`config.mk`:
```
export PLATFORM = sky130hd
export DESIGN_NAME = smi_entry_ctrl
export DESIGN_NICKNAME = d
export VERILOG_FILES = /design/src/rtl/smi_pkg.sv /design/src/rtl/smi_src_pend.sv /design/src/rtl/smi_prio.sv /design/src/rtl/smi_seq.sv /design/src/rtl/smi_entry_ctrl.sv
export SDC_FILE = /design/constraint.sdc
export NUM_CORES = 1
export LEC_CHECK = 0
export ABC_AREA = 1
export CAP_MARGIN = 20
export CORE_MARGIN = 2
export CORE_UTILIZATION = 39
export CTS_CLUSTER_DIAMETER = 100
export DETAILED_ROUTE_END_ITERATION = 8
export PLACE_DENSITY_LB_ADDON = 0.3
export SKIP_LAST_GASP = 1
export SYNTH_ARGS = -nofsm -noshare
export SYNTH_HDL_FRONTEND = slang
export SYNTH_HIERARCHICAL = 1
export SYNTH_SLANG_ARGS = --single-unit
```
`constraint.sdc`:
```
create_clock -name clk -period 1.75 [get_ports clk]
set_input_delay 0.35 -clock clk [delete_from_list [all_inputs] [get_ports clk]]
set_output_delay 0.35 -clock clk [all_outputs]
set_load 0.02 [all_outputs]
```
`src/rtl/smi_pkg.sv`:
```
package smi_pkg;
   typedef enum logic [2:0] {
      ST_IDLE    = 3'd0,
      ST_DRAIN   = 3'd1,
      ST_SAVE    = 3'd2,
      ST_IN_MODE = 3'd3,
      ST_RESUME  = 3'd4
   } smi_state_e;
endpackage

```
`src/rtl/smi_src_pend.sv`:
```
// Request capture, masking and startup-message hold.
module smi_src_pend
   import smi_pkg::*;
#(
   parameter bit HOLD_IN_MODE = 1'b1
) (
   input  logic       clk,
   input  logic       rst_n,
   input  logic       req_pin,
   input  logic       req_msg,
   input  logic       shadow_set,
   input  logic       instr_retire,
   input  logic       wait_startup,
   input  logic       startup_msg,
   input  smi_state_e state,
   output logic       want,
   output logic       take,
   output logic       startup_go
);
   logic pend_q, shadow_q, sup_q;
   logic req_now, capture_ok, shadow_on, sup_seen, unmasked, sup_fire, idle;

   assign idle    = (state == ST_IDLE);
   assign req_now = req_pin | req_msg;

   generate
      if (HOLD_IN_MODE) begin : g_hold
         assign capture_ok = idle || (state == ST_IN_MODE) || (state == ST_RESUME);
      end else begin : g_drop
         assign capture_ok = idle;
      end
   endgenerate

   assign shadow_on = shadow_q | shadow_set;
   assign sup_seen  = startup_msg | sup_q;
   assign unmasked  = !shadow_on && (!wait_startup || sup_seen);
   assign want      = idle && (pend_q || req_now);
   assign take      = want && unmasked;
   assign sup_fire  = idle && sup_seen && !want;

   always_ff @(posedge clk) begin
      if (!rst_n) begin
         pend_q     <= 1'b0;
         shadow_q   <= 1'b0;
         sup_q      <= 1'b0;
         startup_go <= 1'b0;
      end else begin
         pend_q     <= take ? 1'b0 : (pend_q | (req_now & capture_ok));
         shadow_q   <= shadow_set ? 1'b1 : (instr_retire ? 1'b0 : shadow_q);
         sup_q      <= sup_fire ? 1'b0 : (sup_q | startup_msg);
         startup_go <= sup_fire;
      end
   end

   assert_shadow_block_R6: assert property (@(posedge clk) disable iff (!rst_n)
      shadow_set |-> !take);
   assert_wait_keeps_R4: assert property (@(posedge clk) disable iff (!rst_n)
      (idle && wait_startup && !sup_seen && req_now) |=> pend_q);
   assert_startup_idle_R5: assert property (@(posedge clk) disable iff (!rst_n)
      startup_go |-> $past(idle && !want));
endmodule

```
`src/rtl/smi_prio.sv`:
```
// Fixed priority: management request, then NMI, then maskable interrupt.
module smi_prio (
   input  logic idle,
   input  logic want,
   input  logic nmi_req,
   input  logic intr_req,
   input  logic intr_en,
   output logic grant_nmi,
   output logic grant_intr
);
   logic open_slot;
   assign open_slot  = idle && !want;
   assign grant_nmi  = open_slot && nmi_req;
   assign grant_intr = open_slot && !nmi_req && intr_req && intr_en;
endmodule

```
`src/rtl/smi_seq.sv`:
```
// Entry / exit sequencer and prior-mode register.
module smi_seq
   import smi_pkg::*;
#(
   parameter int unsigned MODE_W = 2
) (
   input  logic              clk,
   input  logic              rst_n,
   input  logic              take,
   input  logic              drain_ok,
   input  logic              save_done,
   input  logic              resume_cmd,
   input  logic [MODE_W-1:0] cur_mode,
   output smi_state_e        state,
   output logic              drain_hold,
   output logic              save_req,
   output logic              handler_start,
   output logic              smm_active,
   output logic              restore_valid,
   output logic [MODE_W-1:0] restore_mode
);
   smi_state_e        nxt;
   logic [MODE_W-1:0] mode_q;
   logic              hs_q;

   always_comb begin
      nxt = state;
      unique case (state)
         ST_IDLE:    if (take)       nxt = ST_DRAIN;
         ST_DRAIN:   if (drain_ok)   nxt = ST_SAVE;
         ST_SAVE:    if (save_done)  nxt = ST_IN_MODE;
         ST_IN_MODE: if (resume_cmd) nxt = ST_RESUME;
         ST_RESUME:                  nxt = ST_IDLE;
         default:                    nxt = ST_IDLE;
      endcase
   end

   always_ff @(posedge clk) begin
      if (!rst_n) begin
         state  <= ST_IDLE;
         mode_q <= '0;
         hs_q   <= 1'b0;
      end else begin
         state <= nxt;
         hs_q  <= (state == ST_SAVE) && save_done;
         if (state == ST_DRAIN && drain_ok) mode_q <= cur_mode;
      end
   end

   assign drain_hold    = (state == ST_DRAIN);
   assign save_req      = (state == ST_SAVE);
   assign smm_active    = (state == ST_SAVE) || (state == ST_IN_MODE) || (state == ST_RESUME);
   assign restore_valid = (state == ST_RESUME);
   assign restore_mode  = mode_q;
   assign handler_start = hs_q;

   assert_no_reenter_R3: assert property (@(posedge clk) disable iff (!rst_n)
      (state == ST_IN_MODE && !resume_cmd) |=> (state == ST_IN_MODE));
   assert_drain_first_R7: assert property (@(posedge clk) disable iff (!rst_n)
      $rose(save_req) |-> $past(drain_ok));
   assert_one_start_R8: assert property (@(posedge clk) disable iff (!rst_n)
      handler_start |=> !handler_start);
   assert_exit_clears_R9: assert property (@(posedge clk) disable iff (!rst_n)
      restore_valid |=> !smm_active);
endmodule

```
`src/rtl/smi_entry_ctrl.sv`:
```
module smi_entry_ctrl
   import smi_pkg::*;
#(
   parameter int unsigned MODE_W       = 2,
   parameter bit          HOLD_IN_MODE = 1'b1
) (
   input  logic              clk,
   input  logic              rst_n,
   input  logic              req_pin,
   input  logic              req_msg,
   input  logic              nmi_req,
   input  logic              intr_req,
   input  logic              intr_en,
   input  logic              shadow_set,
   input  logic              instr_retire,
   input  logic              wait_startup,
   input  logic              startup_msg,
   input  logic              pipe_empty,
   input  logic              stores_empty,
   input  logic [MODE_W-1:0] cur_mode,
   input  logic              save_done,
   input  logic              resume_cmd,
   output logic              grant_nmi,
   output logic              grant_intr,
   output logic              drain_hold,
   output logic              save_req,
   output logic              handler_start,
   output logic              smm_active,
   output logic              restore_valid,
   output logic [MODE_W-1:0] restore_mode,
   output logic              startup_go
);
   generate
      if (MODE_W < 2) begin : g_bad_mode_w
         $error("smi_entry_ctrl: MODE_W must be at least 2");
      end
   endgenerate

   smi_state_e state;
   logic       want, take, drain_ok;

   assign drain_ok = pipe_empty && stores_empty;

   smi_src_pend #(.HOLD_IN_MODE(HOLD_IN_MODE)) u_src (
      .clk(clk), .rst_n(rst_n), .req_pin(req_pin), .req_msg(req_msg),
      .shadow_set(shadow_set), .instr_retire(instr_retire),
      .wait_startup(wait_startup), .startup_msg(startup_msg),
      .state(state), .want(want), .take(take), .startup_go(startup_go)
   );

   smi_prio u_prio (
      .idle(state == ST_IDLE), .want(want), .nmi_req(nmi_req),
      .intr_req(intr_req), .intr_en(intr_en),
      .grant_nmi(grant_nmi), .grant_intr(grant_intr)
   );

   smi_seq #(.MODE_W(MODE_W)) u_seq (
      .clk(clk), .rst_n(rst_n), .take(take), .drain_ok(drain_ok),
      .save_done(save_done), .resume_cmd(resume_cmd), .cur_mode(cur_mode),
      .state(state), .drain_hold(drain_hold), .save_req(save_req),
      .handler_start(handler_start), .smm_active(smm_active),
      .restore_valid(restore_valid), .restore_mode(restore_mode)
   );

   assert_smi_first_R2: assert property (@(posedge clk) disable iff (!rst_n)
      take |-> !(grant_nmi || grant_intr));
   assert_take_enters_R1: assert property (@(posedge clk) disable iff (!rst_n)
      take |=> drain_hold);
   assert_grants_excl_R2: assert property (@(posedge clk) disable iff (!rst_n)
      $onehot0({grant_nmi, grant_intr}));
endmodule

```
==> run summary <==
The required time reported for the critical path endpoint is 1.40 ns. The startpoint of the worst setup timing path is u_seq/state[1]. For the TritonCTS sink count, the log shows 10.

The number of distinct library cells after synthesis was 18; the slew of the pin with the lowest slew margin was 0.326 ns. In this run the worst path has a maximum fanout of 5. For this configuration, the core starts out at a cell density of 40.6%. 27 I/O pins were placed. The post-layout instance area is 0.00103 mm², and the area of the core region is 0.00147 mm².

The slowest stage of the critical path belongs to the cell sky130_fd_sc_hd__dfxtp_1. Headroom to the max-slew limit came out at 78.0%. Dividing the detail-routed wire length by the instance count gives 10.0 µm. 0 antenna diodes ended up in the layout. Max-slew violation count: 0. Once routing completed, OpenROAD measured the worst setup slack at 0.0730 ns.

In the routed design, unresolved DRC markers number 0. Across the run, the number of max-cap violations was 0. Once layout is complete, the utilization of the core stands at 70.2%. Setup repair after global routing left no endpoint under its margin.

From bottom edge to top edge, the die measures 43.1 µm. Setup violations remaining at the end of the flow were counted as 0. Counting the buffers created by CTS gives 3.

The number of antenna violations at the first check in global routing was 0; the shortest clock period the worst path allows after layout was 1.68 ns. Number of detailed-route iterations in the first pass: 4. The delay of the slowest cell on the worst path came out at 0.34 ns.

For the number of standard cells after synthesis, the log shows 93. During synthesis, Yosys emitted a total of 6 warnings. The clock edge transition at the registers on the reported setup and hold paths is 0.07 ns, and the data arrival time at the worst-slack endpoint is 1.33 ns.

In the routed layout, each cell is associated on average with a via count of 4.46. The launch instance of the worst min-delay path was req_msg. The tools report the post-synth net total as 110.

For the deepest clock path buffer count, the log shows 2. The worst hold path belongs to the class in2reg. Number of H-tree levels: 1. Global-route wire length before repair: 2650 µm. The tools report the clock root buffer as sky130_fd_sc_hd__clkbuf_4.

The setup clock skew after layout came out at 0.00551 ns. The run finished with clean final reports. The worst setup path is captured at an output port.

The clock reaches the later pin of the worst-skew pair after 0.27 ns. Entering global routing, the biggest net connects 8 pins. Counting flops and latches in the post-synthesis netlist gives 10. The cell with the most instances on the worst path is sky130_fd_sc_hd__buf_4. Buffer and inverter count on the worst path: 3. In the global route stage, overall resource usage came out at 18.8%. The run gives 596 MHz as the fmax. TritonCTS built the clock tree.

The tools report the static leakage as 0.530 nW. The final sum of negative setup slack is 0 ns, and the summed instance area of the synthesized netlist is 597 µm². The number of nets at the end of the flow was 158; the cell area after placement was 982 µm². For this block, the initial DRC count from the detailed router was 13. Number of rows in the core area: 14.

VDD sags by at most 0.624 mV. The die covers 0.00186 mm². The post-DP HPWL was 1180 µm. The mean area per synthesized cell was 6.42 µm²; the share of synthesized area occupied by flip-flops and latches was 33.5%. The worst flop-to-flop path startpoint is u_seq/state[1].

Grouping stages by cell kind, the critical path spends the most delay in buffers and inverters. The final worst-path cycle share is 95.8%, and the final weighted congestion in routability-driven placement is 0.740. Before CTS, the worst setup slack after placement is -0.479 ns. From synthesis to final layout, the design area changed by 73.2%.

The remaining number of nets flagged by the antenna check after routing is 0, and the power density over cell area is 1250 mW/mm². Summed over all layers, the global routing overflow is 0. The tools report the number of global-route vias before repair as 666.

The worst setup path is launched from a register. From left edge to right edge, the die measures 43.1 µm. Hold repair after CTS inserted 0 buffers. The number of hold-slack violations in the final timing report is 0.

The routed layout has 695 vias. Start-to-end type of the worst setup path: reg2out. The overall routed net length was 1570 µm. Port buffering added 26 buffers. The count of filler cells inserted in the layout is 132, and the share of layout cells above drive strength 1 is 33.6%. The critical path goes through buf_4, nor2_1, buf_4, dlygate4sd2_1.
stage by stage:
step	power [mW]	std cells	hold slack (ns)
5_1_grt	1.39	156	0.493
2_1_floorplan	0.716	93	0.448
3_5_place_dp	1.06	149	0.505
3_3_place_gp	1.04	149	0.501
6_report	1.29	156	0.472
4_1_cts	1.28	155	0.525
worst paths after layout:
kind | endpoint | slack, ns | cells after the start
worst max-delay path | restore_valid | 0.07 | 4
worst min-delay path | u_src/startup_go | 0.47 | 5
worst max register to register | u_seq/state[0] | 0.20 | 12
worst min register to register | u_seq/restore_mode[1] | 0.52 | 2
Yosys cell counts:
| master | n | area (µm²) |
|---|---|---|
| sky130_fd_sc_hd__nor2_1 | 15 | 56.3 |
| sky130_fd_sc_hd__nor2_4 | 2 | 22.5 |
| sky130_fd_sc_hd__a21oi_2 | 1 | 8.76 |
| sky130_fd_sc_hd__a211oi_1 | 1 | 7.51 |
| sky130_fd_sc_hd__nand3_2 | 1 | 10.0 |
| sky130_fd_sc_hd__dfxtp_1 | 10 | 200 |
| sky130_fd_sc_hd__inv_2 | 2 | 7.51 |
| sky130_fd_sc_hd__o21bai_1 | 1 | 7.51 |
| sky130_fd_sc_hd__nor2_2 | 6 | 37.5 |
| sky130_fd_sc_hd__o21ai_0 | 3 | 15.0 |
| sky130_fd_sc_hd__nand2_1 | 16 | 60.1 |
| sky130_fd_sc_hd__o21ai_1 | 1 | 5.00 |
| sky130_fd_sc_hd__nand3_1 | 4 | 20.0 |
| sky130_fd_sc_hd__inv_1 | 20 | 75.1 |
| sky130_fd_sc_hd__nor3_1 | 3 | 15.0 |
| sky130_fd_sc_hd__nand2_2 | 5 | 31.3 |
| sky130_fd_sc_hd__a21oi_1 | 1 | 5.00 |
| sky130_fd_sc_hd__nor3b_2 | 1 | 12.5 |
state kept, by name, indices dropped and copies added (netlist names):
name	cells
u_seq/restore_mode	2
u_src/startup_go	1
u_src/sup_q	1
u_src/shadow_q	1
u_seq/handler_start	1
u_src/pend_q	1
u_seq/state	3
tightest hold or removal path: stages:
cell,delay (ns)
sky130_fd_sc_hd__dlymetal6s2s_1,0.09
sky130_fd_sc_hd__nor2_2,0.05
sky130_fd_sc_hd__nand2_2,0.06
sky130_fd_sc_hd__buf_4,0.11
sky130_fd_sc_hd__nor3b_2,0.03
power by group:
group	switching (mW)	internal (mW)	leakage, nW
combinational	0.406	0.373	0.427
sequential	0.0281	0.272	0.0827
clock	0.0838	0.126	0.0210
total	0.518	0.771	0.530
cells by family (layout without fill, tap and decap cells):
logic type,count (synthesis),in the layout,synth area share [%]
AND/OR/NAND/NOR,53,53,44.4
buffers and inverters,22,69,13.8
flip-flops,10,10,33.5
AO/OA/AOI/OAI,8,8,8.17
per-layer routing:
layer	global-route usage (%)	routed length, µm	part of all wire [%]	vias up
li1	-	-	-	370
met1	21.1	670	43	302
met2	34.0	810	52	21
met3	3.83	72	4.6	2
met4	7.27	13	0.83	0
met5	0	0	0	-
layout by cell type, fill, tap and decap left out, drive strengths merged:
cell type      synthesis  final
inv                   22     22
o21bai                 1      1
buf                    0     19
o21ai                  4      4
nand2                 21     21
nor3                   3      3
a211oi                 1      1
clkdlybuf4s50          0     18
nor3b                  1      1
dfxtp                 10     10
dlygate4sd2            0      2
nor2                  23     23
dlymetal6s2s           0      1
clkbuf                 0      7
nand3                  5      5
a21oi                  2      2
timing repair:
action	CTS	global route
pin swaps	4	4
gates resized for setup	13	14
setup buffers	2	1
setup endpoints to repair	6	6
cell type report:
type                    count  area (µm²)  share of cell area [%]
flip-flops and latches     10         203                    19.6
well taps                  16        20.0                    1.94
clock buffers               4        36.3                    3.51
inverters                  22        82.6                    7.99
repair buffers             43         375                    36.3
multi-input cells          61         317                    30.6
No activity file was read; power rests on OpenSTA's default activity.
